`src/rtl/johnson_pkg.sv`:
```
`timescale 1ns/1ps
package johnson_pkg;

    localparam int JC_MAX_STAGES = 8;

    typedef logic [JC_MAX_STAGES-1:0] jc_ring_t;

    typedef enum logic [1:0] {
        STEP_CLEAR  = 2'd0,
        STEP_HOLD   = 2'd1,
        STEP_SHIFT  = 2'd2,
        STEP_REPAIR = 2'd3
    } jc_step_e;

    typedef struct packed {
        logic     legal;
        jc_step_e step;
    } jc_ctrl_t;

    // Legal Johnson codes have at most one change between neighbouring bits.
    function automatic logic jc_is_legal(input jc_ring_t q, input int stages);
        int edges;
        edges = 0;
        for (int i = 0; i < JC_MAX_STAGES - 1; i++) begin
            if ((i < stages - 1) && (q[i] != q[i+1])) edges++;
        end
        return (edges <= 1);
    endfunction

    // Shift toward the top, feeding the inverted top stage into bit 0;
    // any illegal pattern is steered back to the zero code.
    function automatic jc_ring_t jc_next(input jc_ring_t q, input int stages);
        jc_ring_t n;
        n = '0;
        if (jc_is_legal(q, stages)) begin
            for (int i = 1; i < JC_MAX_STAGES; i++) begin
                if (i < stages) n[i] = q[i-1];
            end
            n[0] = ~q[stages-1];
        end
        return n;
    endfunction

    function automatic jc_step_e jc_pick_step(input logic clear, input logic hold_n,
                                              input logic legal);
        if (clear)       return STEP_CLEAR;
        else if (!legal) return STEP_REPAIR;
        else if (hold_n) return STEP_HOLD;
        else             return STEP_SHIFT;
    endfunction

endpackage

```
`src/rtl/jc_state_reg.sv`:
```
`timescale 1ns/1ps
module jc_state_reg
    import johnson_pkg::*;
#(
    parameter int STAGES = 5
) (
    input  logic              clk,
    input  logic              rst,
    input  logic              en_n,
    output logic [STAGES-1:0] ring
);

    logic [STAGES-1:0] ring_q;
    logic [STAGES-1:0] ring_d;
    jc_ring_t          wide_q;
    jc_ring_t          wide_next;
    jc_ctrl_t          ctrl;

    always_comb begin
        wide_q = '0;
        wide_q[STAGES-1:0] = ring_q;
    end

    assign wide_next  = jc_next(wide_q, STAGES);
    assign ctrl.legal = jc_is_legal(wide_q, STAGES);
    assign ctrl.step  = jc_pick_step(rst, en_n, ctrl.legal);

    always_comb begin
        unique case (ctrl.step)
            STEP_CLEAR:  ring_d = '0;
            STEP_HOLD:   ring_d = ring_q;
            STEP_SHIFT:  ring_d = wide_next[STAGES-1:0];
            STEP_REPAIR: ring_d = wide_next[STAGES-1:0];
            default:     ring_d = '0;
        endcase
    end

    always_ff @(posedge clk) begin
        ring_q <= ring_d;
    end

    assign ring = ring_q;

    // a sampled reset leaves the ring at the zero code
    assert_reset_zero_R2: assert property (@(posedge clk)
        rst |=> (ring_q == '0));

    // a disabled edge leaves a legal ring unchanged
    assert_hold_ring_R4: assert property (@(posedge clk) disable iff (rst)
        (en_n && ctrl.legal) |=> $stable(ring_q));

endmodule

```
`src/rtl/jc_slot_decode.sv`:
```
`timescale 1ns/1ps
module jc_slot_decode #(
    parameter int STAGES = 5,
    localparam int SLOTS = 2 * STAGES
) (
    input  logic              clk,
    input  logic              rst,
    input  logic [STAGES-1:0] ring,
    output logic [SLOTS-1:0]  slot
);

    // Each slot is a two-input AND of neighbouring ring bits.
    assign slot[0]      = ~ring[STAGES-1] & ~ring[0];
    assign slot[STAGES] =  ring[STAGES-1] &  ring[0];

    for (genvar k = 1; k < STAGES; k++) begin : g_pair
        assign slot[k]          =  ring[k-1] & ~ring[k];
        assign slot[STAGES + k] = ~ring[k-1] &  ring[k];
    end

    // exactly one slot line high once reset has run
    assert_slot_onehot_R5: assert property (@(posedge clk) disable iff (rst)
        $countones(slot) == 1);

endmodule

```
`src/rtl/jc_carry.sv`:
```
`timescale 1ns/1ps
module jc_carry #(
    parameter int STAGES = 5
) (
    input  logic              clk,
    input  logic              rst,
    input  logic [STAGES-1:0] ring,
    input  logic              wrap_slot,
    output logic              carry
);

    // The inverted top stage is high for the first half of the cycle.
    assign carry = ~ring[STAGES-1];

    // carry may only rise on entering count 0
    assert_carry_rise_R7: assert property (@(posedge clk) disable iff (rst)
        $rose(carry) |-> wrap_slot);

endmodule

```
`src/rtl/johnson_divider.sv`:
```
`timescale 1ns/1ps
module johnson_divider #(
    parameter int DIVIDE = 10
) (
    input  logic              clk,
    input  logic              rst,
    input  logic              en_n,
    output logic [DIVIDE-1:0] slot,
    output logic              carry_out
);

    localparam int STAGES = DIVIDE / 2;

    logic [STAGES-1:0] ring;
    logic [DIVIDE-1:0] slot_rot;

    jc_state_reg #(.STAGES(STAGES)) u_state (
        .clk  (clk),
        .rst  (rst),
        .en_n (en_n),
        .ring (ring)
    );

    jc_slot_decode #(.STAGES(STAGES)) u_decode (
        .clk  (clk),
        .rst  (rst),
        .ring (ring),
        .slot (slot)
    );

    jc_carry #(.STAGES(STAGES)) u_carry (
        .clk       (clk),
        .rst       (rst),
        .ring      (ring),
        .wrap_slot (slot[0]),
        .carry     (carry_out)
    );

    assign slot_rot = {slot[DIVIDE-2:0], slot[DIVIDE-1]};

    // an enabled edge moves the high slot up by one, wrapping at the top
    assert_slot_advance_R3: assert property (@(posedge clk) disable iff (rst)
        (!$past(rst) && !$past(en_n)) |-> (slot == $past(slot_rot)));

    // a disabled edge keeps every output
    assert_slot_hold_R4: assert property (@(posedge clk) disable iff (rst)
        (!$past(rst) && $past(en_n)) |-> ($stable(slot) && $stable(carry_out)));

    // carry high exactly in the lower half of the count
    assert_carry_half_R6: assert property (@(posedge clk) disable iff (rst)
        carry_out == (|slot[STAGES-1:0]));

endmodule

```
`config.mk`:
```
export PLATFORM = sky130hd
export DESIGN_NAME = johnson_divider
export DESIGN_NICKNAME = d
export VERILOG_FILES = /design/src/rtl/johnson_pkg.sv /design/src/rtl/jc_state_reg.sv /design/src/rtl/jc_slot_decode.sv /design/src/rtl/jc_carry.sv /design/src/rtl/johnson_divider.sv
export SDC_FILE = /design/constraint.sdc
export NUM_CORES = 1
export LEC_CHECK = 0
export BUFFER_PORTS_ARGS = -buffer_cell sky130_fd_sc_hd__buf_2
export CELL_PAD_IN_SITES_DETAIL_PLACEMENT = 0
export CELL_PAD_IN_SITES_GLOBAL_PLACEMENT = 1
export CORE_AREA = 2 2 39 41
export DETAILED_ROUTE_END_ITERATION = 6
export DIE_AREA = 0 0 41 43
export GPL_TIMING_DRIVEN = 1
export PLACE_DENSITY_LB_ADDON = 0.1
export SYNTH_ARGS = -nofsm -noshare
export SYNTH_HDL_FRONTEND = slang
export SYNTH_SLANG_ARGS = --single-unit
```
`constraint.sdc`:
```
create_clock -name clk -period 3.4 [get_ports clk]
set_input_delay 0.17 -clock clk [delete_from_list [all_inputs] [get_ports clk]]
set_output_delay 0.17 -clock clk [all_outputs]
set_load 0.01 [all_outputs]
```
# Yosys cells after proc, flatten, opt, wreduce, memory -nomap -nowiden
# Cells that the tools add are included.
[classes]
n_lt_le_gt_ge = 1
bitwise = 15
reduce_logical = 2
n_eq_ne = 7
addsub = 3
muxes = 9
[ops]
columns = ["op", "count"]
rows = [
  ["32-bit two-way mux", 3],
  ["32-bit by 2-bit adder with 32-bit output (second input constant)", 2],
  ["32-bit by 2-bit <= comparator with 1-bit output (second input constant)", 1],
  ["1-bit bitwise AND", 10],
  ["5-bit one-hot mux with 2 select lines", 1],
  ["2-bit two-way mux", 3],
  ["5-bit two-way mux", 1],
  ["1-bit NOT", 5],
  ["2-bit == test (second input constant)", 2],
  ["1-bit inequality test", 4],
  ["1-bit by 1-bit adder with 2-bit output (second input constant)", 1],
  ["2-bit by 1-bit == test with 1-bit output (second input constant)", 1],
  ["2-bit zero test", 1],
  ["2-bit OR reduction", 1],
  ["1-bit two-way mux", 1],
]
[word_totals]
word_cells = 38
input_bits = 3
reg_bits = 5
out_inout_bits = 11

# Logic depth before layout (Yosys ltp)
# Gate-level depths: netlist of the first run.
[depth]
depth_word = 14
ltp_mapped = 8

# By module
# A second synthesis of the first run with hierarchy kept.
[unflattened]
hier_cells = 60
hier_area_um2 = 570.5
[modules_own_cells]
columns = ["module", "cells_each", "instances", "area_per_inst_um2"]
rows = [
  ["jc_state_reg", 49, 1, 501.7],
  ["jc_slot_decode", 10, 1, 65.1],
  ["jc_carry", 1, 1, 3.8],
]

# Worst setup path before layout of the first run
# No wires, ideal clock.
[synth_timing]
path_type = "reg2reg"
start = "register u_state.ring_q[0] (netlist: u_state.ring[0])"
end = "register u_state.ring_q[0] (netlist: u_state.ring[0]) (enable)"
stages_incl_launch_ff = 9
arrival_time_ns = 1.817
path_buffers = 0
synth_period_minus_slack_ns = 2.130
t_required_ns = 3.087
slack_ns = 1.270
setup_ns = 0.313
path_cell_list = "edfxtp_1 > inv_1 > ha_1 > o21a_1 > a21oi_1 > ha_1 > nor2b_1 > xnor2_1 > nand4_1"
[synth_between]
elab_chain_cells = 12
[synth_lines]
columns = ["item", "line_no", "text"]
rows = [
  ["start: declaration", "jc_state_reg.sv:13", "logic [STAGES-1:0] ring_q;"],
  ["start signal: assignment", "jc_state_reg.sv:39", "ring_q <= ring_d;"],
  ["1-bit inequality test *", "johnson_pkg.sv:25", "if ((i < stages - 1) && (q[i] != q[i+1])) edges++;"],
  ["1-bit two-way mux *", "johnson_pkg.sv:25", ""],
  ["1-bit by 1-bit adder with 2-bit output", "johnson_pkg.sv:25", ""],
  ["32-bit two-way mux *", "johnson_pkg.sv:25", ""],
  ["32-bit by 2-bit adder with 32-bit output", "johnson_pkg.sv:25", ""],
  ["32-bit two-way mux *", "johnson_pkg.sv:25", ""],
  ["32-bit by 2-bit adder with 32-bit output", "johnson_pkg.sv:25", ""],
  ["32-bit two-way mux *", "johnson_pkg.sv:25", ""],
  ["32-bit by 2-bit <= comparator with 1-bit output *", "johnson_pkg.sv:27", "return (edges <= 1);"],
  ["2-bit two-way mux *", "johnson_pkg.sv:47", "else if (!legal) return STEP_REPAIR;"],
  ["2-bit two-way mux *", "johnson_pkg.sv:46", "if (clear) return STEP_CLEAR;"],
  ["2-bit by 1-bit == test with 1-bit output *", "jc_state_reg.sv:29", "unique case (ctrl.step)"],
]
# Mark *: on every way between the ends. The rest lies on a longest branch, timed or not.
# A chain may end at the register's enable or synchronous reset.

# Worst setup path after layout of the first run
[layout_timing]
start = "register u_state.ring_q[2] (netlist: u_state.ring[2])"
end = "register u_state.ring_q[0] (netlist: u_state.ring[0]) (enable)"
[layout_between]
elab_chain_cells = 10
elab_cells_between_ends = 11
[layout_lines]
columns = ["item", "line_no"]
rows = [
  ["1-bit inequality test", "johnson_pkg.sv:25"],
  ["32-bit two-way mux", "johnson_pkg.sv:25"],
  ["32-bit by 2-bit adder with 32-bit output", "johnson_pkg.sv:25"],
  ["32-bit two-way mux *", "johnson_pkg.sv:25"],
  ["32-bit by 2-bit adder with 32-bit output", "johnson_pkg.sv:25"],
  ["32-bit two-way mux *", "johnson_pkg.sv:25"],
  ["32-bit by 2-bit <= comparator with 1-bit output *", "johnson_pkg.sv:27"],
  ["2-bit two-way mux *", "johnson_pkg.sv:47"],
  ["2-bit two-way mux *", "johnson_pkg.sv:46"],
  ["2-bit by 1-bit == test with 1-bit output *", "jc_state_reg.sv:29"],
]
# Marks and branches as above.

==> results_tabular.tex, run 1 <==
\begin{tabular}{lr}
\hline
Metric & Value \\
\hline
\multicolumn{2}{l}{\textbf{Critical path}} \\
Startpoint of the most critical setup path & u\_state.ring[2] \\
Nature of the critical path startpoint & flip-flop \\
Worst endpoint required time & 3.30 ns \\
Ordered cell list for the critical path & inv\_1 > ha\_1 > o21a\_1 > a21oi\_1 > ha\_1 > nor2b\_1 > xnor2\_1 > nand4\_1 \\
Worst r2r src & u\_state.ring[2] \\
Maximum fanout count along the critical path & 6 \\
Endpoint arrival time on the critical path & 2.34 ns \\
Cell type of the slowest stage on the worst timing path & sky130\_fd\_sc\_hd\_\_edfxtp\_1 \\
Endpoint type of the worst setup path & flip-flop \\
Crit Reg-Reg Endpoint & u\_state.ring[0] \\
Critical setup path kind & reg -> reg \\
Most numerous cell on the critical path & sky130\_fd\_sc\_hd\_\_ha\_1 \\
Delay of the slowest critical-path stage & around 0.44 ns \\
Depth of the worst register-to-register path & 8 \\
Setup slack, reg-to-reg & around 0.97 ns \\
End of the critical path & u\_state.ring[0] \\
\multicolumn{2}{l}{\textbf{Timing}} \\
Aggregate negative setup slack & 0 ns \\
Fin Clk Skew & about 0.0057 ns \\
Transition time at the pin with the least slew margin & $\sim$0.42 ns \\
Number of hold violations in the final report & 0 \\
Total of endpoints with negative setup slack in the final report & 0 \\
Rel. slew slack & a little under three quarters \\
Maximum clock rate & around 0.41 GHz \\
Slew Limit Fails & 0 \\
Tmin final & between 2 and 2.5 ns \\
Least setup slack across all paths after layout & between 0.9 and 1 ns \\
Unrepaired setup endpoints after global routing & no \\
Share of the cycle needed by the critical path after routing & 71.6\% \\
\multicolumn{2}{l}{\textbf{Drt}} \\
Detailed-route via count & between 300 and 400 \\
Routed Wire Length & roughly 800 um \\
Average wire per cell in the routed design & roughly 11 um \\
DRC marker count from the first detailed-route iteration & 4 \\
Via-per-instance ratio & about 4.8 \\
Remaining routing DRC violations & 0 \\
First-pass iteration count of the detailed router & 3 \\
Antenna Violating Nets Remaining & 0 \\
\multicolumn{2}{l}{\textbf{Global route}} \\
Number of global-route vias before repair & $\sim$300 \\
First-pass GRT wire length & $\sim$1.3 mm \\
Number of antenna violations at the first check in global routing & 0 \\
Total routing usage reported by global routing & a little over a tenth \\
Total global routing overflow & 0 \\
Largest net degree at the start of global routing & 7 \\
\multicolumn{2}{l}{\textbf{Yosys}} \\
Number of unique standard cell types used by synthesis & 17 \\
Number of synthesized flops with an enable pin & 5 \\
Total of flip-flops plus latches after synthesis & 5 \\
Share of flip-flops with an asynchronous set or reset & 0\% \\
Synth Area per Inst & between 10 and 15 um2 \\
Cells after synthesis & 40 \\
Total standard cell area after synthesis & between 400 and 500 um2 \\
Leading cell types by total area after synthesis & sky130\_fd\_sc\_hd\_\_edfxtp\_1 (35\%), sky130\_fd\_sc\_hd\_\_ha\_1 (26\%), sky130\_fd\_sc\_hd\_\_and4\_2 (9.2\%) \\
Synthesis warning total & 0 \\
Most instantiated flip-flop cell in the synthesis netlist & sky130\_fd\_sc\_hd\_\_edfxtp\_1 \\
Cell with the most instances after synthesis & sky130\_fd\_sc\_hd\_\_ha\_1 \\
Cell accounting for the most synthesized area & sky130\_fd\_sc\_hd\_\_edfxtp\_1 \\
Post-synthesis sequential area ratio & between 30\% and 40\% \\
Post-synthesis net count & 52 \\
Most used standard cells in the synthesized netlist & sky130\_fd\_sc\_hd\_\_ha\_1 (9), sky130\_fd\_sc\_hd\_\_edfxtp\_1 (5), sky130\_fd\_sc\_hd\_\_inv\_1 (5) \\
Area share of the largest cell type after synthesis & between 30\% and 40\% \\
\multicolumn{2}{l}{\textbf{Clock tree}} \\
Clk Tree Root Cell & sky130\_fd\_sc\_hd\_\_clkbuf\_4 \\
Max Root-Sink Buffers & 2 \\
Number of sinks driven by the clock tree & 5 \\
Buffers inserted by post-CTS timing repair & 0 \\
Post-CTS Hold Fix Bufs & 0 \\
CTS tree & built \\
Number of H-tree levels & 1 \\
Number of buffers added by the clock tree synthesis step & 3 \\
Number of gates resized after CTS & 0 \\
Clock transition at the registers of the reported paths & about 0.05 ns \\
Worst-skew pair later-pin latency & 0.24 ns \\
\multicolumn{2}{l}{\textbf{Floorplanning}} \\
Area of the die & between 0.0015 and 0.002 mm2 \\
Initial core utilization & roughly 31\% \\
Floorplan core area & roughly 0.0014 mm2 \\
Number of rows in the core area & 14 \\
Height of the chip & 43 um \\
Top-level I/O count & 14 \\
Overall die width & between 40 and 50 um \\
\multicolumn{2}{l}{\textbf{Finish}} \\
Area of the multi-input gates & between 200 and 300 um2 \\
Max FFs per register & 5 \\
Fill count & 150 \\
Filler-free cell count of the finished design & about 70 \\
Fraction of layout cells with a size suffix above 1 & around two fifths \\
Footprint of the flip-flops and latches & 150 um2 \\
Fin nets & a little under 70 \\
Area Overhead vs Synth & 24.0\% \\
Number of diodes added for antenna fixing & 0 \\
\multicolumn{2}{l}{\textbf{Hold path}} \\
Class of the worst hold path & in -> reg \\
Number of stages on the worst hold path & 2 \\
\multicolumn{2}{l}{\textbf{Placement}} \\
Post-placement setup slack & 0.942 ns \\
Total of buffers placed on input and output ports & 13 \\
Placed Instances & 68 \\
RePlAce Congestion & 0.687 \\
DP HPWL & $\sim$660 um \\
\multicolumn{2}{l}{\textbf{Power}} \\
P\_leak & approximately 0.00025 uW \\
P per Cell Area & between 1000 and 1500 mW/mm2 \\
Highest ir drop seen on vdd & approximately 0.38 mV \\
\multicolumn{2}{l}{\textbf{Status}} \\
Outcome & completed \\
\multicolumn{2}{l}{\textbf{Job}} \\
Maxcap violations & 0 \\
\hline
\end{tabular}
[worst min path at each step]
| stage | start | endpoint | slack (ns) |
|---|---|---|---|
| global route | en_n | u_state.ring[3] | 0.41 |
| detailed placement | en_n | u_state.ring[2] | 0.66 |
| global placement | en_n | u_state.ring[2] | 0.67 |
| CTS | en_n | u_state.ring[3] | 0.41 |
| floorplan | en_n | u_state.ring[0] | 0.47 |
| finish | en_n | u_state.ring[1] | 0.40 |
[cells in the final DEF (no fill, tap or decap), types with 2 or more instances in the layout]
cell type,Yosys,routed
sky130_fd_sc_hd__nor2b_1,2,2
sky130_fd_sc_hd__buf_2,0,13
sky130_fd_sc_hd__and4_2,4,4
sky130_fd_sc_hd__inv_1,5,5
sky130_fd_sc_hd__edfxtp_1,5,5
sky130_fd_sc_hd__xnor2_1,2,2
sky130_fd_sc_hd__clkbuf_4,0,3
sky130_fd_sc_hd__ha_1,9,9
sky130_fd_sc_hd__nor2_1,3,3
[cell families (layout without fill, tap and decap cells)]
family                   count (synthesis)  in the layout  synth area share [%]
XOR/XNOR                                 3              3                  6.07
AND/OR/NAND/NOR                         15             15                  24.3
AO/OA/AOI/OAI                            2              2                  2.89
buffers and inverters                    6             22                  6.07
flip-flops                               5              5                  34.7
adder cells (fa/ha/maj)                  9              9                  26.0
[worst max-delay path: cells and delay by family, from the launching register on]
| family | cells | cell delay (ns) |
|---|---|---|
| buffers and inverters | 1 | 0.09 |
| AOI/OAI and AO/OA | 2 | 0.19 |
| adders and majority gates | 2 | 0.55 |
| DFF | 1 | 0.44 |
| xor gates and xnor gates | 1 | 0.37 |
| and+or+nand+nor | 2 | 0.47 |
[per-layer routing]
layer | GRT usage, % | share of wire (%) | vias to the layer above
met4 | 4.00 | 0 | 0
met3 | 4.71 | 8.1 | 0
met2 | 15.0 | 43 | 11
met5 | 0 | 0 | -
met1 | 14.9 | 49 | 152
li1 | - | - | 180
[final cells by class]
| class | instances | share of cell area, % |
|---|---|---|
| multi-input cells | 29 | 47.8 |
| clock buffers | 4 | 4.90 |
| well taps | 16 | 3.73 |
| repair buffers | 13 | 12.1 |
| flip-flops and latches | 5 | 28.0 |
| inverters | 5 | 3.50 |
[through the flow]
stage | hold WS (ns) | total power [uW] | instance area [um2] | utilization (%)
4_1_cts | 0.409 | 569 | 537 | 38.8
3_3_place_gp | 0.667 | 497 | 510 | 36.9
2_1_floorplan | 0.474 | 411 | 433 | -
5_1_grt | 0.413 | 627 | 537 | 38.8
3_5_place_dp | 0.660 | 496 | 510 | 36.9
6_report | 0.405 | 560 | 537 | 38.8
[power breakdown]
part           internal (uW)  switching (uW)
sequential               109            29.4
combinational            148             207
clock                   44.3            22.8
Note: power is estimated with default switching activity, not from simulation.
==> run 2, diff against run 1 <==
==> constraint.sdc (replaced) <==
create_clock -name clk -period 2.4 [get_ports clk]
set_input_delay 0.12 -clock clk [delete_from_list [all_inputs] [get_ports clk]]
set_output_delay 0.12 -clock clk [all_outputs]
set_load 0.01 [all_outputs]
==> run 2 against run 1 <==
Net effect: via count up 2.6%; sequential power is 37% higher; critical path depth is 1 higher; flip-flop and latch count unchanged; die area did not move; final cell count grew 4.2%; non-clock buffer count rose by 3; global-route usage up 1.9 points; final area increased by 7.0%; setup slack worse by 0.82 ns; core utilization is 2.7 points higher; hold slack lost 0.065 ns.
==> results_tabular.tex, run 2 (synthesized netlist as in run 1, its figures left out) <==
\begin{tabular}{lr}
\hline
Metric & Value \\
\hline
\multicolumn{2}{l}{\textbf{Global route}} \\
GR Util met1 & 15.3\% (+0.38 points) \\
Number of global-route vias before repair & 339 (+9.7\%) \\
Total global routing overflow & 0 (unchanged) \\
Largest net degree at the start of global routing & 7 (unchanged) \\
Met2 track demand over resource & 20.6\% (+5.6 points) \\
Total routing usage reported by global routing & 12.9\% (+1.9 points) \\
Number of antenna violations at the first check in global routing & 0 (unchanged) \\
Met3 Use GR & 3.14\% (-1.6 points) \\
First-pass GRT wire length & 1.47 mm (+13\%) \\
Routing layer with the top usage in global route & met2 \\
\multicolumn{2}{l}{\textbf{Drt}} \\
Routed Wire Length & 909 um (+13\%) \\
Antenna Violating Nets Remaining & 0 (unchanged) \\
First-pass iteration count of the detailed router & 1 (-2) \\
Detailed-route via count & 352 (+2.6\%) \\
Remaining routing DRC violations & 0 (unchanged) \\
DRC marker count from the first detailed-route iteration & 0 (-4) \\
Via-per-instance ratio & 4.69 (-1.5\%) \\
Average wire per cell in the routed design & 12.1 um (+8.5\%) \\
\multicolumn{2}{l}{\textbf{Timing}} \\
Maximum clock rate & 0.445 GHz (+8.2\%) \\
Number of hold violations in the final report & 0 (unchanged) \\
Total of endpoints with negative setup slack in the final report & 0 (unchanged) \\
Slew Limit Fails & 0 (unchanged) \\
Fin Clk Skew & 0.00135 ns (-0.00436 ns) \\
Unrepaired setup endpoints after global routing & no \\
Transition time at the pin with the least slew margin & 0.317 ns (-0.103 ns) \\
Tmin final & 2.25 ns (-0.185 ns) \\
Rel. slew slack & 78.7\% (+6.9 points) \\
Aggregate negative setup slack & 0 ns (unchanged) \\
Share of the cycle needed by the critical path after routing & 93.7\% (+22 points) \\
\multicolumn{2}{l}{\textbf{Power}} \\
Sum of internal, switching and leakage power & 848 uW (+51\%) \\
P per Cell Area & 1480 mW/mm2 (+41\%) \\
P\_leak & 0.000268 uW (+6.6\%) \\
Highest ir drop seen on vdd & 0.466 mV (+23\%) \\
\multicolumn{2}{l}{\textbf{Clock tree}} \\
Max Root-Sink Buffers & 2 (unchanged) \\
CTS tree & built \\
Buffers inserted by post-CTS timing repair & 0 (unchanged) \\
Clock transition at the registers of the reported paths & 0.04 ns (about the same) \\
Number of H-tree levels & 1 (unchanged) \\
Number of sinks driven by the clock tree & 5 (unchanged) \\
Clk Tree Root Cell & sky130\_fd\_sc\_hd\_\_clkbuf\_4 \\
Worst-skew pair later-pin latency & 0.24 ns (about the same) \\
Number of buffers added by the clock tree synthesis step & 3 (unchanged) \\
\multicolumn{2}{l}{\textbf{Critical path}} \\
Endpoint arrival time on the critical path & 2.25 ns (-0.09 ns) \\
Setup slack, reg-to-reg & 0.15 ns (-0.82 ns) \\
Worst endpoint required time & 2.40 ns (-0.90 ns) \\
Critical setup path kind & reg -> reg \\
Depth of the worst register-to-register path & 9 (+1) \\
Crit Reg-Reg Endpoint & u\_state.ring[4] \\
Nature of the critical path startpoint & flip-flop \\
Endpoint type of the worst setup path & flip-flop \\
Worst r2r src & u\_state.ring[1] \\
Maximum fanout count along the critical path & 6 (unchanged) \\
\multicolumn{2}{l}{\textbf{Placement}} \\
DP HPWL & 760 um (+16\%) \\
RePlAce Congestion & 0.690 (+0.42\%) \\
Total of buffers placed on input and output ports & 13 (unchanged) \\
\multicolumn{2}{l}{\textbf{Floorplanning}} \\
Area of the die & 0.00176 mm2 (unchanged) \\
Number of rows in the core area & 14 (unchanged) \\
Top-level I/O count & 14 (unchanged) \\
Initial core utilization & 31.3\% (unchanged) \\
Height of the chip & 43 um (unchanged) \\
Overall die width & 41 um (unchanged) \\
Floorplan core area & 0.00138 mm2 (unchanged) \\
\multicolumn{2}{l}{\textbf{Hold path}} \\
Start point of the worst min-delay path & en\_n \\
Number of stages on the worst hold path & 3 (+1) \\
Class of the worst hold path & in -> reg \\
Worst Hold End & u\_state.ring[0] \\
\multicolumn{2}{l}{\textbf{Finish}} \\
Max FFs per register & 5 (unchanged) \\
Leading cell types in the layout, fill and taps excluded & sky130\_fd\_sc\_hd\_\_buf\_2 (13), sky130\_fd\_sc\_hd\_\_ha\_1 (9), sky130\_fd\_sc\_hd\_\_inv\_1 (5), sky130\_fd\_sc\_hd\_\_edfxtp\_1 (5), sky130\_fd\_sc\_hd\_\_and4\_2 (4) \\
Fraction of layout cells with a size suffix above 1 & 47.5\% (+8.2 points) \\
Number of diodes added for antenna fixing & 0 (unchanged) \\
Fin nets & 72 (+4.3\%) \\
Area Overhead vs Synth & 32.7\% \\
Leading cell type in the layout, fill and taps excluded & sky130\_fd\_sc\_hd\_\_buf\_2 \\
\multicolumn{2}{l}{\textbf{Status}} \\
Outcome & completed \\
\multicolumn{2}{l}{\textbf{Job}} \\
Maxcap violations & 0 (unchanged) \\
\hline
\end{tabular}
-- run 2: changes by cell type in the layout (fill, tap and decap cells not counted), sizes merged --
| cell | before | now |
|---|---|---|
| buf | 13 | 16 |
-- run 2: worst max-delay path by stage --
stage	from	endpoint	slack, ns
floorplan	u_state.ring[0]	u_state.ring[0]	0.27
global placement	u_state.ring[1]	u_state.ring[0]	0.13
detailed placement	u_state.ring[1]	u_state.ring[1]	0.08
CTS	u_state.ring[1]	u_state.ring[4]	0.06
global route	u_state.ring[1]	u_state.ring[4]	0.03
finish	u_state.ring[1]	u_state.ring[4]	0.15
-- run 2: final cells by class --
class / instances / area [um2]
Tap cell: 16 / 20.0
Sequential cell: 5 / 150
Fill cell: 147 / 810
Multi-Input combinational cell: 29 / 272
Timing Repair Buffer: 16 / 87.6
Inverter: 5 / 18.8
Clock buffer: 4 / 26.3
-- run 2: layer usage --
layer / wire length [um] / share of wire, %
met5: 0 / 0
met4: 0 / 0
met3: 51 / 5.6
met2: 451 / 50
met1: 406 / 45
-- run 2: stage by stage --
step	cell area [um2]	hold WS (ns)	setup slack, ns	util (%)	std cells
after floorplan	433	0.424	0.270	-	40
after global placement	533	0.557	0.130	38.5	71
after detailed placement	533	0.576	0.0777	38.5	71
after CTS	559	0.329	0.0589	40.4	75
after global routing	574	0.336	0.0320	41.5	75
final	574	0.340	0.151	41.5	75
-- run 2: worst max-delay path, cell delays in order (launching register included) --
cell	delay, ns
sky130_fd_sc_hd__edfxtp_1	0.40
sky130_fd_sc_hd__inv_1	0.10
sky130_fd_sc_hd__ha_1	0.34
sky130_fd_sc_hd__o21a_1	0.20
sky130_fd_sc_hd__a21oi_1	0.15
sky130_fd_sc_hd__ha_1	0.16
sky130_fd_sc_hd__nor2b_2	0.17
sky130_fd_sc_hd__xnor2_2	0.17
sky130_fd_sc_hd__nand4_1	0.13
sky130_fd_sc_hd__buf_4	0.18
-- run 2: power breakdown --
part	leakage, uW	total [uW]	internal [uW]	switching [uW]
registers	0.0000567	191	154	37.2
clock network	0.0000150	95.5	62.8	32.8
logic	0.000196	561	246	315
total	0.000268	848	462	385
-- run 2: what timing repair did --
| item | 4_1_cts | 5_1_grt |
|---|---|---|
| resized for setup | 0 | 3 |
| setup endpoints to repair | 0 | 9 |
| hold buffers | 0 | 0 |
